==> src/rtl/pio_strobe_pkg.sv <==
package pio_strobe_pkg;
  localparam int CNT_W = 5;  // holds lengths up to 17

  typedef enum logic [1:0] {
    PH_IDLE   = 2'd0,
    PH_SETUP  = 2'd1,
    PH_ACTIVE = 2'd2,
    PH_RECOV  = 2'd3
  } phase_t;

  typedef struct packed {
    logic [CNT_W-1:0] setup;
    logic [CNT_W-1:0] active;
    logic [CNT_W-1:0] recov;
  } lens_t;

  // Two-bit setup code to clocks (nonmonotonic encoding).
  function automatic logic [CNT_W-1:0] setup_clocks(input logic [1:0] code);
    case (code)
      2'b00:   return CNT_W'(4);
      2'b10:   return CNT_W'(3);
      2'b01:   return CNT_W'(2);
      default: return CNT_W'(5);
    endcase
  endfunction

  // Nibble to clocks, zero meaning sixteen.
  function automatic logic [CNT_W-1:0] nib_clocks(input logic [3:0] nib);
    return (nib == 4'd0) ? CNT_W'(16) : CNT_W'(nib);
  endfunction

  function automatic logic [CNT_W-1:0] active_clocks(input logic [3:0] nib);
    logic [CNT_W-1:0] n;
    n = nib_clocks(nib);
    return (n == CNT_W'(1)) ? CNT_W'(2) : n;
  endfunction

  function automatic logic [CNT_W-1:0] recov_clocks(input logic [3:0] act_nib,
                                                     input logic [3:0] rec_nib,
                                                     input logic       extra);
    logic [CNT_W-1:0] r;
    r = nib_clocks(rec_nib);
    if (nib_clocks(act_nib) > CNT_W'(3) && r == CNT_W'(1)) r = CNT_W'(2);
    return extra ? r + CNT_W'(1) : r;
  endfunction
endpackage

==> src/rtl/pio_timing_sel.sv <==
module pio_timing_sel
  import pio_strobe_pkg::*;
#(
  parameter int TREG_W = 8,
  parameter int REV_W  = 2
) (
  input  logic              clk,
  input  logic              rst_n,
  input  logic [1:0]        drive,
  input  logic              cmd_acc,
  input  logic [REV_W-1:0]  rev,
  input  logic [TREG_W-1:0] at0,
  input  logic [TREG_W-1:0] dt0,
  input  logic [TREG_W-1:0] at1,
  input  logic [TREG_W-1:0] dt1,
  input  logic [TREG_W-1:0] at23,
  input  logic [TREG_W-1:0] dt23,
  input  logic [TREG_W-1:0] cmd_tim,
  output lens_t             lens
);
  localparam int NIB = TREG_W / 2;

  logic [TREG_W-1:0] at_sel, dt_sel, dt_use;
  logic [NIB-1:0]    act_nib, rec_nib;
  logic              rev_extra;

  // Drives 2 and 3 share one pair: only drive[1] and drive[0] on the first channel matter.
  always_comb begin
    case (drive)
      2'd0:    begin at_sel = at0;  dt_sel = dt0;  end
      2'd1:    begin at_sel = at1;  dt_sel = dt1;  end
      default: begin at_sel = at23; dt_sel = dt23; end
    endcase
  end

  assign dt_use    = cmd_acc ? cmd_tim : dt_sel;
  assign act_nib   = dt_use[TREG_W-1:NIB];
  assign rec_nib   = dt_use[NIB-1:0];
  assign rev_extra = (rev > REV_W'(1));

  always_comb begin
    lens.setup  = setup_clocks(at_sel[TREG_W-1:TREG_W-2]);
    lens.active = active_clocks(act_nib[3:0]);
    lens.recov  = recov_clocks(act_nib[3:0], rec_nib[3:0], rev_extra);
  end

  p_setup_range_r1: assert property (@(posedge clk) disable iff (!rst_n)
    lens.setup >= CNT_W'(2) && lens.setup <= CNT_W'(5));
  p_active_floor_r3: assert property (@(posedge clk) disable iff (!rst_n)
    lens.active >= CNT_W'(2) && lens.active <= CNT_W'(16));
  p_recov_range_r5: assert property (@(posedge clk) disable iff (!rst_n)
    lens.recov >= CNT_W'(1) && lens.recov <= CNT_W'(17));
endmodule

==> src/rtl/pio_phase_seq.sv <==
module pio_phase_seq
  import pio_strobe_pkg::*;
(
  input  logic   clk,
  input  logic   rst_n,
  input  logic   start,
  input  lens_t  lens,
  output phase_t phase,
  output logic   last
);
  lens_t            held;
  logic [CNT_W-1:0] cnt;

  assign last = (cnt == '0);

  always_ff @(posedge clk) begin
    if (!rst_n) begin
      phase <= PH_IDLE;
      cnt   <= '0;
      held  <= '0;
    end else begin
      case (phase)
        PH_IDLE: if (start) begin
          held  <= lens;
          phase <= PH_SETUP;
          cnt   <= lens.setup - CNT_W'(1);
        end
        PH_SETUP: if (last) begin
          phase <= PH_ACTIVE;
          cnt   <= held.active - CNT_W'(1);
        end else cnt <= cnt - CNT_W'(1);
        PH_ACTIVE: if (last) begin
          phase <= PH_RECOV;
          cnt   <= held.recov - CNT_W'(1);
        end else cnt <= cnt - CNT_W'(1);
        default: if (last) phase <= PH_IDLE;
          else cnt <= cnt - CNT_W'(1);
      endcase
    end
  end

  p_cnt_limit_r2: assert property (@(posedge clk) disable iff (!rst_n)
    cnt <= CNT_W'(16));
  p_idle_counter_r12: assert property (@(posedge clk) disable iff (!rst_n)
    phase == PH_IDLE |-> last);
endmodule

==> src/rtl/pio_strobe_gen.sv <==
module pio_strobe_gen
  import pio_strobe_pkg::*;
#(
  parameter int TREG_W = 8,
  parameter int REV_W  = 2,
  parameter int ADDR_W = 3
) (
  input  logic              clk,
  input  logic              rst_n,
  input  logic              req_i,
  input  logic [1:0]        req_drive_i,
  input  logic              req_write_i,
  input  logic              req_cmd_i,
  input  logic [ADDR_W-1:0] req_addr_i,
  input  logic [REV_W-1:0]  rev_i,
  input  logic [TREG_W-1:0] at0_i,
  input  logic [TREG_W-1:0] dt0_i,
  input  logic [TREG_W-1:0] at1_i,
  input  logic [TREG_W-1:0] dt1_i,
  input  logic [TREG_W-1:0] at23_i,
  input  logic [TREG_W-1:0] dt23_i,
  input  logic [TREG_W-1:0] cmd_tim_i,
  output logic              cs_o,
  output logic [ADDR_W-1:0] addr_o,
  output logic [1:0]        drive_o,
  output logic              rd_stb_o,
  output logic              wr_stb_o,
  output logic              busy_o,
  output logic              done_o
);
  lens_t  lens;
  phase_t phase;
  logic   last, start, is_write;

  assign start = req_i && (phase == PH_IDLE);

  pio_timing_sel #(.TREG_W(TREG_W), .REV_W(REV_W)) u_sel (
    .clk(clk), .rst_n(rst_n), .drive(req_drive_i), .cmd_acc(req_cmd_i),
    .rev(rev_i), .at0(at0_i), .dt0(dt0_i), .at1(at1_i), .dt1(dt1_i),
    .at23(at23_i), .dt23(dt23_i), .cmd_tim(cmd_tim_i), .lens(lens));

  pio_phase_seq u_seq (
    .clk(clk), .rst_n(rst_n), .start(start), .lens(lens),
    .phase(phase), .last(last));

  always_ff @(posedge clk) begin
    if (!rst_n) begin
      addr_o   <= '0;
      drive_o  <= '0;
      is_write <= 1'b0;
    end else if (start) begin
      addr_o   <= req_addr_i;
      drive_o  <= req_drive_i;
      is_write <= req_write_i;
    end
  end

  assign busy_o   = (phase != PH_IDLE);
  assign cs_o     = (phase == PH_SETUP) || (phase == PH_ACTIVE);
  assign rd_stb_o = (phase == PH_ACTIVE) && !is_write;
  assign wr_stb_o = (phase == PH_ACTIVE) && is_write;
  assign done_o   = (phase == PH_RECOV) && last;

  p_one_strobe_r10: assert property (@(posedge clk) disable iff (!rst_n)
    !(rd_stb_o && wr_stb_o));
  p_strobe_in_cs_r10: assert property (@(posedge clk) disable iff (!rst_n)
    (rd_stb_o || wr_stb_o) |-> cs_o);
  p_setup_first_r10: assert property (@(posedge clk) disable iff (!rst_n)
    $rose(rd_stb_o || wr_stb_o) |-> $past(cs_o));
  p_done_pulse_r9: assert property (@(posedge clk) disable iff (!rst_n)
    done_o |=> !done_o && !busy_o);
  p_target_hold_r8: assert property (@(posedge clk) disable iff (!rst_n)
    busy_o && $past(busy_o) |-> $stable(drive_o) && $stable(addr_o));
endmodule

==> config.mk <==
export PLATFORM = sky130hd
export DESIGN_NAME = pio_strobe_gen
export DESIGN_NICKNAME = d
export VERILOG_FILES = /design/src/rtl/pio_strobe_pkg.sv /design/src/rtl/pio_timing_sel.sv /design/src/rtl/pio_phase_seq.sv /design/src/rtl/pio_strobe_gen.sv
export SDC_FILE = /design/constraint.sdc
export NUM_CORES = 1
export LEC_CHECK = 0
export ABC_AREA = 1
export CORE_MARGIN = 2
export CORE_UTILIZATION = 55
export DETAILED_ROUTE_END_ITERATION = 10
export DONT_BUFFER_PORTS = 1
export PLACE_DENSITY = 0.7
export RECOVER_POWER = 50
export SLEW_MARGIN = 20
export SYNTH_ARGS = -nofsm -noshare
export SYNTH_HDL_FRONTEND = slang
export SYNTH_SLANG_ARGS = --single-unit
==> constraint.sdc <==
create_clock -name clk -period 2.22 [get_ports clk]
set_input_delay 0.333 -clock clk [delete_from_list [all_inputs] [get_ports clk]]
set_output_delay 0.333 -clock clk [all_outputs]
set_load 0.1 [all_outputs]
* Yosys cells after proc, flatten, opt, wreduce, memory -nomap -nowiden
Cells that the tools add are included.
** Operators by class
- Add/subtract/negate cells :: 5
- Muxes and demuxes :: 19
- Equal/unequal tests :: 12
- Reductions and logical operators :: 18
- Magnitude comparators :: 2
** Operators with widths (count)
- $mux 5 :: 9
- $pmux 8 s2 :: 2
- $pmux 5 s3 :: 1
- $sub 5x1->5 const B :: 3
- $eq 5x1->1 const B :: 2
- $pmux 3 s3 :: 1
- $logic_not 4->1 :: 2
- $mux 2 :: 4
- $mux 8 :: 1
- $eq 2x1->1 const B :: 3
- $eq 2x2->1 const B :: 3
- $logic_not 2->1 :: 3
- $ne 2x2->1 const B :: 3
- $pmux 2 s3 :: 1
- $add 5x1->5 const B :: 1
- $gt 5x2->1 const B :: 1
- $logic_and 1x1->1 :: 5
- $logic_not 5->1 :: 1
- $ne 4x1->1 const B :: 1
- $reduce_and 2->1 :: 2
- $reduce_and 4->1 :: 1
- $reduce_bool 2->1 :: 2
- $sub 3x1->4 const B :: 1
- $gt 2x1->1 const B :: 1
- other kinds (2) :: 2
** Word-level totals
- Output and inout bits :: 10
- Logic and storage cells :: 63
- Input port bits :: 68
- Bits in registers :: 23

* Logic depth before layout (Yosys ltp)
- Depth after elaboration :: 10
- Depth in mapped cells :: 18

* Modules after synthesis
A second synthesis with hierarchy kept.
** Second synthesis, totals
- Cell total of the unflattened synthesis :: 353
- Area total of the unflattened synthesis :: 2145.8 um^2
** Modules (own cells, without submodules)
- pio_phase_seq :: cells an instance 178, seq. area each 340.3 um^2, times used 1, area an instance 1159.9 um^2
- pio_timing_sel :: cells an instance 124, seq. area each 0.0 um^2, times used 1, area an instance 660.6 um^2
- pio_strobe_gen :: cells an instance 51, seq. area each 120.1 um^2, times used 1, area an instance 325.3 um^2

* Worst setup path after synthesis
Ideal clock, no wire load.
- Path kind :: reg-to-output
- Start point :: register u_seq.cnt[0]
- End point :: output port done_o
- Arrival :: 2036 ps
- Path buffers :: 0
- Required time :: 1887 ps
- Cell stages (with the launch flop) :: 7
- Path slack :: -149 ps
- Path through :: dfxtp_1 inv_1 ha_1 nand3_1 inv_1 nand2_1 nor2_1
** On the way
- Cells in the longest elaborated chain, start to end :: 2
** RTL lines
- start: declaration :: RTL line pio_phase_seq.sv:12 : logic [CNT_W-1:0] cnt;
- start signal: assignment :: RTL line pio_phase_seq.sv:26 : cnt <= lens.setup - CNT_W'(1);
- start signal: assignment :: RTL line pio_phase_seq.sv:30 : cnt <= held.active - CNT_W'(1);
- start signal: assignment :: RTL line pio_phase_seq.sv:31 : end else cnt <= cnt - CNT_W'(1);
- $logic_not 5->1 :: RTL line pio_phase_seq.sv:14 : assign last = (cnt == '0);
- $logic_and 1x1->1 :: RTL line pio_strobe_gen.sv:62 : assign done_o = (phase == PH_RECOV) && last;
- end: declaration :: RTL line pio_strobe_gen.sv:29 : output logic done_o
Every way passes these cells.

* Worst setup path in the final report
- Start point :: register u_seq.phase[0]
- End point :: output port wr_stb_o
** On the way
- Cells in the longest elaborated chain, start to end :: 2
** RTL lines
- start: declaration :: RTL line pio_phase_seq.sv:8 : output phase_t phase,
- start signal: assignment :: RTL line pio_phase_seq.sv:18 : phase <= PH_IDLE;
- start signal: assignment :: RTL line pio_phase_seq.sv:25 : phase <= PH_SETUP;
- start signal: assignment :: RTL line pio_phase_seq.sv:29 : phase <= PH_ACTIVE;
- $eq 2x2->1 :: RTL line pio_strobe_gen.sv:61 : assign wr_stb_o = (phase == PH_ACTIVE) && is_write;
- $logic_and 1x1->1 :: RTL line pio_strobe_gen.sv:61
- end: declaration :: RTL line pio_strobe_gen.sv:27 : output logic wr_stb_o,
Every way passes these cells.

==> results.sh <==
export IMPL_status="completed"
export IMPL_ctsResizeCount=0
export IMPL_multi_input_area_sq_um=1150
export IMPL_fillers=342
export IMPL_die_h_microns=62.1
export IMPL_final_layout_size_suffix_gt1_frac=0.130
export IMPL_antenna_found_initial=0
export IMPL_clock_latency_ns=0.32
export IMPL_critPathRequiredTime_ns=1.89
export IMPL_netlist_area_leader_share=0.248
export IMPL_whs_ns=0.106
export IMPL_detail_route_antenna_nets=0
export IMPL_cts_root_buf="clkbuf_4"
export IMPL_total_power_mw=2.33
export IMPL_seq_area_sq_um=460
export IMPL_io_pins=78
export IMPL_numCtsBuffers=3
export IMPL_n_antenna_cell=0
export IMPL_area_growth_pct=6.39
export IMPL_synth_nets=364
export IMPL_seq_area_frac_synth=0.248
export IMPL_globalRouteOverflowTotal=0
export IMPL_ir_worst_vdd_v=0.000645
export IMPL_portBuffers=0
export IMPL_drc_errors=0
export IMPL_gp_congestion=0.865
export IMPL_synthTopCellsByArea="dfxtp_1 25%, inv_1 11%, nand2_1 9.5%, ha_1 9.4%, a21oi_1 5.7%"
export IMPL_hold_class="input port to flop"
export IMPL_setup_tns_ns=0
export IMPL_grt_setup_unrepaired="false"
export IMPL_async_flop_share=0
export IMPL_hold_viol=0
export IMPL_vias=1793
export IMPL_cts_setup_buffers=0
export IMPL_nets=375
export IMPL_worstSetupEndpointType="primary output"
export IMPL_drv_cap=0
export IMPL_syn_area_sq_um=1860
export IMPL_h_tree_depth=1
export IMPL_yosysWarnings=0
export IMPL_critical_path_class="flop to primary output"
export IMPL_relSlewSlack=0.203
export IMPL_final_util=0.602
export IMPL_synth_cell_types=34
export IMPL_fmax_ghz=0.510
export IMPL_wl_per_cell_microns=11.9
export IMPL_worstPathArrival_ns=1.63
export IMPL_place_inst=334
export IMPL_firstDrtPassIters=4
export IMPL_first_global_vias=1695
export IMPL_syn_inst=282
export IMPL_core_area_sq_um=3280
export IMPL_clk_pin_slew_ns=0.13
export IMPL_rows=21
export IMPL_synth_edff_count=0
export IMPL_start_util=0.566
export IMPL_syn_avg_cell_area_sq_um=6.59
export IMPL_clock_path_buffers=2
export IMPL_drt_iter0_drc=91
export IMPL_grt_max_degree=20
export IMPL_synth_top_flop_cell="dfxtp_1"
export IMPL_finalNonFillerCells=338
export IMPL_synth_largest_area_cell="dfxtp_1"
export IMPL_die_area_sq_um=3860
export IMPL_postCtsHoldBufs=0
export IMPL_fin_skew_ns=0.00317
export IMPL_routed_wl_mm=4.01
export IMPL_p_per_area_nw_per_um2=1180
export IMPL_die_w_microns=62.1
export IMPL_final_max_slew_viol_count=0
export IMPL_cts_tree="yes"
export IMPL_place_hpwl_mm=3.23
export IMPL_max_slew_worst_pin_slew_ns=1.19
export IMPL_grtUsageTotal=0.224
export IMPL_viasPerCell=5.30
export IMPL_critPathMaxFanout=5
export IMPL_grt_pass1_wl_mm=7.16
export IMPL_setup_violations=0
export IMPL_cts_sinks=23
export IMPL_synth_seq_cells=23
export IMPL_start_kind="flop"
export IMPL_synth_common_cells="53 x inv_1, 47 x nand2_1, 23 x dfxtp_1"
export IMPL_power_leakage_nw=0.956
export IMPL_yosysMostFrequentCell="inv_1"
export IMPL_min_period_over_period=0.883
export IMPL_fin_crit_ns=1.96
[flip-flops by register name, summed over array words and instances, names as in the netlist]
register,flops
u_seq.held,10
u_seq.cnt,5
addr_o,3
drive_o,2
u_seq.phase,2
is_write,1
[cells in the final DEF, fill, tap and decap left out, types with 3 or more instances in the layout]
master and n:
or2_2 4, nand2_2 6, clkbuf_4 3, nand4_1 3, o211ai_1 4, o21ai_0 21, a211oi_1 5, a21oi_1 21
nor2_2 4, ha_1 14, inv_1 53, nor2_1 17, a31oi_1 9, nand3_2 6, inv_2 4, dfxtp_1 23
nand3_1 13, o22ai_1 5, clkbuf_1 4, nor2_4 3, buf_4 3, nand2_1 47, clkbuf_2 3
[path summary, 6_finish.rpt]
check                               startpoint       endpoint  slack [ns]  cells past startpoint
worst max-delay path            u_seq.phase[0]       wr_stb_o        0.26                      5
worst min register to register   u_seq.held[9]  u_seq.held[9]        0.49                      2
worst max register to register  u_seq.phase[0]  u_seq.held[7]        0.37                      6
worst min-delay path                     rst_n   u_seq.cnt[4]        0.11                      2
[critical path, cell delays in order (launching register included)]
cell	delay [ns]
dfxtp_1	0.38
inv_1	0.09
ha_1	0.27
nand2_1	0.08
inv_1	0.05
clkbuf_2	0.44
[metal layers]
layer	global-route usage	up-vias	part of all wire
met1	0.282	820	0.47
li1	-	942	-
met5	0	-	0
met4	0.0972	0	0.020
met3	0.0236	7	0.020
met2	0.387	24	0.49
[power breakdown]
| part | switching (mW) | leakage [nW] | internal, mW |
|---|---|---|---|
| Combinational | 1.11 | 0.748 | 0.412 |
| Clock | 0.131 | 0.0177 | 0.0676 |
| Sequential | 0.0757 | 0.190 | 0.534 |
[cell type report]
| cell class | instances | area share |
|---|---|---|
| clock buffer | 3 | 0.0114 |
| clock inverter | 1 | 0.00253 |
| inverter | 59 | 0.112 |
| timing repair buffer | 11 | 0.0285 |
| multi-input combinational | 195 | 0.584 |
| sequential | 23 | 0.233 |
| tap | 46 | 0.0291 |
[through the flow]
| stage | worst slack [ns] | cell area (sq um) |
|---|---|---|
| 3_5_place_dp | 0.273 | 1980 |
| 3_3_place_gp | 0.302 | 1980 |
| 4_1_cts | 0.260 | 2000 |
| 6_report | 0.260 | 1980 |
| 2_1_floorplan | 0.0338 | 1860 |
| 5_1_grt | 0.120 | 1980 |
[cells by family (layout without fill, tap and decap cells)]
logic type      count (synthesis)  in the layout  share of synthesized area
compound gates                 71             71                      0.223
flops                          23             23                      0.248
buf+inv                        64             74                      0.134
simple gates                  106            106                      0.283
fa+ha+maj                      14             14                     0.0942
xor+xnor                        4              4                     0.0188
(Power assumes the default switching activity.)
